## config.mk

```make
export PLATFORM = sky130hd
export DESIGN_NAME = mn_clk_gen
export DESIGN_NICKNAME = d
export VERILOG_FILES = /design/src/rtl/mn_clk_pkg.sv /design/src/rtl/mn_src_mux.sv /design/src/rtl/mn_prediv.sv /design/src/rtl/mn_accum.sv /design/src/rtl/mn_clk_gen.sv
export SDC_FILE = /design/constraint.sdc
export NUM_CORES = 1
export LEC_CHECK = 0
export BUFFER_PORTS_ARGS = -buffer_cell sky130_fd_sc_hd__clkbuf_2
export CAP_MARGIN = 20
export CORE_MARGIN = 5
export CORE_UTILIZATION = 60
export CTS_BUF_LIST = sky130_fd_sc_hd__clkbuf_4
export CTS_CLUSTER_DIAMETER = 30
export DETAILED_ROUTE_END_ITERATION = 7
export GPL_ROUTABILITY_DRIVEN = 0
export GPL_TIMING_DRIVEN = 0
export PLACE_DENSITY = 0.86
export RECOVER_POWER = 100
export SLEW_MARGIN = 15
export SYNTH_ARGS = -nofsm -noshare
export SYNTH_HDL_FRONTEND = slang
export SYNTH_HIERARCHICAL = 1
export SYNTH_SLANG_ARGS = --single-unit
```

## constraint.sdc

```tcl
create_clock -name clk_i -period 10.3 [get_ports clk_i]
set_clock_uncertainty 0.1 [all_clocks]
set_input_delay 1.03 -clock clk_i [delete_from_list [all_inputs] [get_ports clk_i]]
set_output_delay 1.03 -clock clk_i [all_outputs]
set_load 0.005 [all_outputs]
```

## src/rtl/mn_clk_pkg.sv

```systemverilog
`timescale 1ns/1ps
package mn_clk_pkg;
  typedef enum logic [1:0] {
    ADDR_SEL  = 2'd0,
    ADDR_MD   = 2'd1,
    ADDR_CTRL = 2'd2
  } reg_addr_e;

  localparam int CTRL_EN_BIT   = 0;
  localparam int CTRL_MODE_LSB = 1;
  localparam int CTRL_HOLD_BIT = 3;
  localparam int CTRL_W        = 4;
  localparam logic [1:0] MODE_OFF  = 2'd0;
  localparam logic [1:0] MODE_DUAL = 2'd2;
endpackage

```

## src/rtl/mn_src_mux.sv

```systemverilog
`timescale 1ns/1ps
module mn_src_mux #(
  parameter int NUM_SRC = 4,
  parameter int SEL_W   = 2
) (
  input  logic [NUM_SRC-1:0] src_en_i,
  input  logic [SEL_W-1:0]   sel_i,
  output logic               strobe_o
);
  always_comb begin
    strobe_o = 1'b0;
    for (int i = 0; i < NUM_SRC; i++) begin
      if (sel_i == SEL_W'(i)) strobe_o = src_en_i[i];
    end
  end
endmodule

```

## src/rtl/mn_prediv.sv

```systemverilog
`timescale 1ns/1ps
module mn_prediv #(
  parameter int PD_W = 4
) (
  input  logic            clk_i,
  input  logic            rst_ni,
  input  logic            hold_i,
  input  logic            strobe_i,
  input  logic [PD_W-1:0] div_field_i,
  output logic            tick_o
);
  logic [PD_W-1:0] cnt_q;

  // >= so a lowered divide value wraps cleanly
  assign tick_o = strobe_i && !hold_i && (cnt_q >= div_field_i);

  always_ff @(posedge clk_i or negedge rst_ni) begin
    if (!rst_ni)       cnt_q <= '0;
    else if (hold_i)   cnt_q <= '0;
    else if (strobe_i) cnt_q <= tick_o ? '0 : cnt_q + 1'b1;
  end


  tick_wraps_chk: assert property (@(posedge clk_i) disable iff (!rst_ni)
    tick_o |=> (cnt_q == '0));


  hold_clears_chk: assert property (@(posedge clk_i) disable iff (!rst_ni)
    hold_i |=> (cnt_q == '0));
endmodule

```

## src/rtl/mn_accum.sv

```systemverilog
`timescale 1ns/1ps
module mn_accum #(
  parameter int W = 8
) (
  input  logic         clk_i,
  input  logic         rst_ni,
  input  logic         hold_i,
  input  logic         tick_i,
  input  logic [W-1:0] m_i,
  input  logic [W-1:0] n_i,
  output logic         fire_o
);
  logic [W-1:0] acc_q;
  logic [W:0]   sum;
  logic         m_ge_n;

  assign sum    = {1'b0, acc_q} + {1'b0, m_i};
  assign m_ge_n = (m_i >= n_i);
  assign fire_o = tick_i && (m_ge_n || (sum >= {1'b0, n_i}));

  always_ff @(posedge clk_i or negedge rst_ni) begin
    if (!rst_ni)      acc_q <= '0;
    else if (hold_i)  acc_q <= '0;
    else if (tick_i) begin
      if (m_ge_n)      acc_q <= '0;
      else if (fire_o) acc_q <= W'(sum - {1'b0, n_i});
      else             acc_q <= sum[W-1:0];
    end
  end

  // residue stays below N while programming is stable
  acc_below_n_chk: assert property (@(posedge clk_i) disable iff (!rst_ni || hold_i)
    $stable(m_i) && $stable(n_i) && !$past(hold_i) |-> (acc_q == '0) || (acc_q < n_i));


  full_rate_chk: assert property (@(posedge clk_i) disable iff (!rst_ni)
    (tick_i && m_ge_n) |-> fire_o);
endmodule

```

## src/rtl/mn_clk_gen.sv

```systemverilog
`timescale 1ns/1ps
module mn_clk_gen
  import mn_clk_pkg::*;
#(
  parameter int NUM_SRC   = 4,
  parameter int W         = 8,
  parameter int PD_W      = 4,
  parameter int DATA_W    = 32,
  parameter int SRC_SHIFT = 24,
  parameter int M_SHIFT   = 16
) (
  input  logic               clk_i,
  input  logic               rst_ni,
  input  logic [NUM_SRC-1:0] src_en_i,
  input  logic               reg_we_i,
  input  logic [1:0]         reg_addr_i,
  input  logic [DATA_W-1:0]  reg_wdata_i,
  output logic [DATA_W-1:0]  reg_rdata_o,
  output logic               clk_en_o
);
  localparam int SEL_W = (NUM_SRC > 1) ? $clog2(NUM_SRC) : 1;
  localparam logic [DATA_W-1:0] W_ONES   = DATA_W'((1 << W) - 1);
  localparam logic [DATA_W-1:0] SEL_MASK = W_ONES
                                         | (DATA_W'((1 << PD_W) - 1) << W)
                                         | (DATA_W'((1 << SEL_W) - 1) << SRC_SHIFT);
  localparam logic [DATA_W-1:0] MD_MASK  = W_ONES | (W_ONES << M_SHIFT);
  localparam logic [DATA_W-1:0] CTRL_MASK = DATA_W'((1 << CTRL_W) - 1);

  logic [DATA_W-1:0] sel_q, md_q, ctrl_q;
  logic [W-1:0]      n_field, m_val, n_dec;
  logic [PD_W-1:0]   div_field;
  logic [SEL_W-1:0]  src_sel;
  logic [1:0]        mode;
  logic              hold, mn_active, sel_strobe, pd_tick, mn_fire, clk_en_q;

  always_ff @(posedge clk_i or negedge rst_ni) begin
    if (!rst_ni) begin
      sel_q  <= '0;
      md_q   <= '0;
      ctrl_q <= '0;
    end else if (reg_we_i) begin
      case (reg_addr_i)
        ADDR_SEL:  sel_q  <= reg_wdata_i & SEL_MASK;
        ADDR_MD:   md_q   <= reg_wdata_i & MD_MASK;
        ADDR_CTRL: ctrl_q <= reg_wdata_i & CTRL_MASK;
        default: ;
      endcase
    end
  end

  always_comb begin
    case (reg_addr_i)
      ADDR_SEL:  reg_rdata_o = sel_q;
      ADDR_MD:   reg_rdata_o = md_q;
      ADDR_CTRL: reg_rdata_o = ctrl_q;
      default:   reg_rdata_o = '0;
    endcase
  end

  assign n_field   = sel_q[W-1:0];
  assign div_field = sel_q[W +: PD_W];
  assign src_sel   = sel_q[SRC_SHIFT +: SEL_W];
  assign m_val     = md_q[M_SHIFT +: W];
  assign n_dec     = ~n_field + m_val;
  assign mode      = ctrl_q[CTRL_MODE_LSB +: 2];
  assign hold      = ctrl_q[CTRL_HOLD_BIT];
  assign mn_active = ctrl_q[CTRL_EN_BIT] && (mode != MODE_OFF) && (n_dec != '0);

  mn_src_mux #(.NUM_SRC(NUM_SRC), .SEL_W(SEL_W)) u_mux (
    .src_en_i (src_en_i),
    .sel_i    (src_sel),
    .strobe_o (sel_strobe)
  );

  mn_prediv #(.PD_W(PD_W)) u_prediv (
    .clk_i       (clk_i),
    .rst_ni      (rst_ni),
    .hold_i      (hold),
    .strobe_i    (sel_strobe),
    .div_field_i (div_field),
    .tick_o      (pd_tick)
  );

  mn_accum #(.W(W)) u_accum (
    .clk_i  (clk_i),
    .rst_ni (rst_ni),
    .hold_i (hold),
    .tick_i (pd_tick),
    .m_i    (m_val),
    .n_i    (n_dec),
    .fire_o (mn_fire)
  );

  always_ff @(posedge clk_i or negedge rst_ni) begin
    if (!rst_ni) clk_en_q <= 1'b0;
    else         clk_en_q <= mn_active ? mn_fire : pd_tick;
  end
  assign clk_en_o = clk_en_q;


  hold_quiet_chk: assert property (@(posedge clk_i) disable iff (!rst_ni)
    hold |=> !clk_en_o);


  no_strobe_quiet_chk: assert property (@(posedge clk_i) disable iff (!rst_ni)
    !sel_strobe |=> !clk_en_o);


  bypass_follow_chk: assert property (@(posedge clk_i) disable iff (!rst_ni)
    (!mn_active && pd_tick) |=> clk_en_o);


  one_wide_chk: assert property (@(posedge clk_i) disable iff (!rst_ni)
    (clk_en_o && !(mn_active ? mn_fire : pd_tick)) |=> !clk_en_o);
endmodule

```

==> flow_metrics.py <==
metrics = {
    "timing": {
        "fmaxAchievable_mhz": 225,
        "min_period_ns": 4.44,
        "setup_viol": 0,
        "whs_ns": 0.406,
        "hold_viol_final": 0,
        "slew_viol_final": 32,
        "fin_ws_ns": 5.86,
        "worst_pin_slew_ns": 1.63,
        "timing.final.crit_share_pct": 43.1,
        "fin_setup_tns_ns": 0,
        "rsz0062_at_grt": "false",
        "max_slew_margin_pct": -8.51,
    },
    "run": {
        "max_cap_viol_count": 1,
    },
    "route": {
        "wirelength_mm": 8.07,
        "via_per_inst": 5.56,
        "avgRoutedWirePerCell_um": 15.6,
        "drc": 0,
        "final_antenna_net_count": 0,
        "dr_total_vias": 2887,
        "dr.pass1.iters": 5,
        "drt_iter0_markers": 158,
    },
    "clocking": {
        "clock_sinks": 47,
        "clk_latency_ns": 0.37,
        "cts_tree": "done",
        "cts_resized": 0,
        "ctsHoldBuffers": 0,
        "clockBufferDepth": 2,
        "htree_num_levels": 2,
        "postCtsSetupRepairBufs": 0,
        "clock-root-buffer": "clkbuf_4",
        "cts_buffers": 5,
        "clk_pin_slew_worst_paths_ns": 0.13,
    },
    "die": {
        "die_h_um": 87.4,
        "placementRows": 28,
        "initial_core_util_pct": 61.1,
        "dieWidth_um": 87.4,
        "core_um2": 5890,
        "die_area_um2": 7640,
        "pin_count": 74,
    },
    "synth": {
        "synth.most_common_cell": "dfrtp_1",
        "synth_common_cells": "dfrtp_1, ha_1, inv_1",
        "async_flop_share_pct": 100,
        "synth.yosys.seq_area_share_pct": 32.7,
        "synthCells": 374,
        "avgSynthCellArea_um2": 9.62,
        "synthesis.area_um2": 3600,
        "synth_warnings": 6,
        "yosys-top-cells-area": "dfrtp_1, ha_1, mux2_1, mux2i_1, inv_1",
        "synth.distinct_cells": 53,
        "ys.flop_type": "dfrtp_1",
        "ys_ff_latch": 47,
        "synth_top_cell_by_area": "dfrtp_1",
        "synth_edf_count": 0,
        "synth_top_area_share_pct": 32.7,
    },
    "worst_setup_path": {
        "cp-start-kind": "flop",
        "crit_arrival_ns": 4.64,
        "path_max_fanout": 10,
        "path_class": "reg2reg",
        "setup.worst_path.start": "md_q[16]",
        "rrSetupSlack_ns": 5.86,
        "r2r-start": "md_q[16]",
        "endpoint_kind": "flop",
        "worstPathRequired_ns": 10.50,
    },
    "pwr": {
        "peakVddDrop_v": 0.000150,
        "pwr_density_cell_nw_per_um2": 209,
        "leakage_nw": 1.92,
        "total_power_uw": 835,
    },
    "grt": {
        "gr-total-overflow": 0,
        "grt_max_degree": 32,
        "antenna_found_initial": 0,
        "grt_pass1_wl_mm": 13.5,
        "grt_usage_pct": 22.4,
        "grt_pass1_vias": 2985,
    },
    "final_layout": {
        "syn_to_final_growth_pct": 10.9,
        "num_antenna_cells": 0,
        "num-nets-final": 524,
        "final_cells": 519,
        "drive_above_1_share_pct": 16.9,
        "num-fill-cells": 480,
    },
    "placed_design": {
        "port_buffers": 53,
        "dpl_worst_slack_ns": 6.25,
        "dp_cells": 512,
        "dp_hpwl_mm": 6.47,
    },
    "min_path": {
        "hp-class": "reg2reg",
        "min-delay-start": "u_accum/acc_q[4]",
    },
    "status": {
        "status": "complete, but fails checks",
        "violations": "capacitance limit, slew limit",
    },
}
cells in the final DEF (no fill, tap or decap), drive strengths merged, types with 3 or more instances in the layout:
cell,count
a211oi,5
a21oi,12
a31oi,4
and2,17
buf,10
clkbuf,66
conb,10
dfrtp,47
fa,3
ha,36
inv,34
mux2,30
mux2i,14
nand2,31
nand2b,7
nand3,5
nor2,23
nor2b,6
nor3,4
o211ai,4
o21a,3
o21ai,30
o22ai,3
xnor2,12
xor2,4
worst paths after layout:
check / to / cells past startpoint
setup / recovery: u_accum/acc_q[0] / 17
hold / removal: u_accum/acc_q[4] / 2
setup reg to reg: u_accum/acc_q[0] / 17
hold reg to reg: u_accum/acc_q[4] / 2
max in group asynchronous: u_accum/acc_q[6] / 2
min in group asynchronous: sel_q[8] / 1
per-layer routing:
metal	up-vias	global-route usage (%)	share of wire, %
met2	78	38.3	48
met5	-	0	0
met1	1370	28.7	44
met3	15	3.31	5.5
li1	1424	-	-
met4	0	7.67	1.7
per-stage QoR:
stage | utilization [%] | cell area (um^2)
after floorplan | - | 3630
after global placement | 67.8 | 3990
after detailed placement | 68.1 | 4010
after CTS | 69.0 | 4060
after global routing | 67.8 | 3990
final | 67.8 | 3990
registers in the layout, indices dropped and copies added (netlist names):
register and flops:
clk_en_o 1, sel_q 14, md_q 16, u_accum/acc_q 8, ctrl_q 4, u_prediv/cnt_q 4
cell families (layout without fill, tap and decap cells):
family | count (synthesis) | after routing | synth area share, %
and+or+nand+nor | 103 | 103 | 14.7
AOI/OAI and AO/OA | 72 | 72 | 13.7
buffers and inverters | 51 | 112 | 6.71
DFF | 47 | 47 | 32.7
muxes | 45 | 45 | 14.0
adders and majority gates | 39 | 39 | 14.2
xor gates and xnor gates | 16 | 16 | 3.90
other | 1 | 10 | 0.104
report_power, final:
part | switching (mW) | internal (mW)
registers | 0.0311 | 0.216
logic | 0.278 | 0.224
clock network | 0.0605 | 0.0255
worst max-delay path: stages, from the launching register on:
cell,delay [ns]
dfrtp_1,0.47
ha_1,0.23
inv_1,0.06
fa_1,0.40
and2b_1,0.27
o221ai_1,0.15
mux2_1,0.33
nor2_1,0.17
inv_1,0.06
inv_1,0.08
ha_1,0.28
o21ai_0,0.25
o22ai_1,0.13
a2111oi_0,0.42
a31oi_1,0.16
clkbuf_1,0.31
mux2_1,0.41
o21ai_2,0.11
final cells by class:
| type | count | area [um^2] | share of cell area [%] |
|---|---|---|---|
| multi-input cells | 285 | 2180 | 54.6 |
| repair buffers | 54 | 263 | 6.59 |
| well taps | 75 | 93.8 | 2.35 |
| clock inverters | 2 | 13.8 | 0.345 |
| plain buffers | 17 | 101 | 2.54 |
| inverters | 34 | 128 | 3.20 |
| flip-flops and latches | 47 | 1180 | 29.5 |
| clock buffers | 5 | 37.5 | 0.941 |
Power figures use the tool's default switching activity.
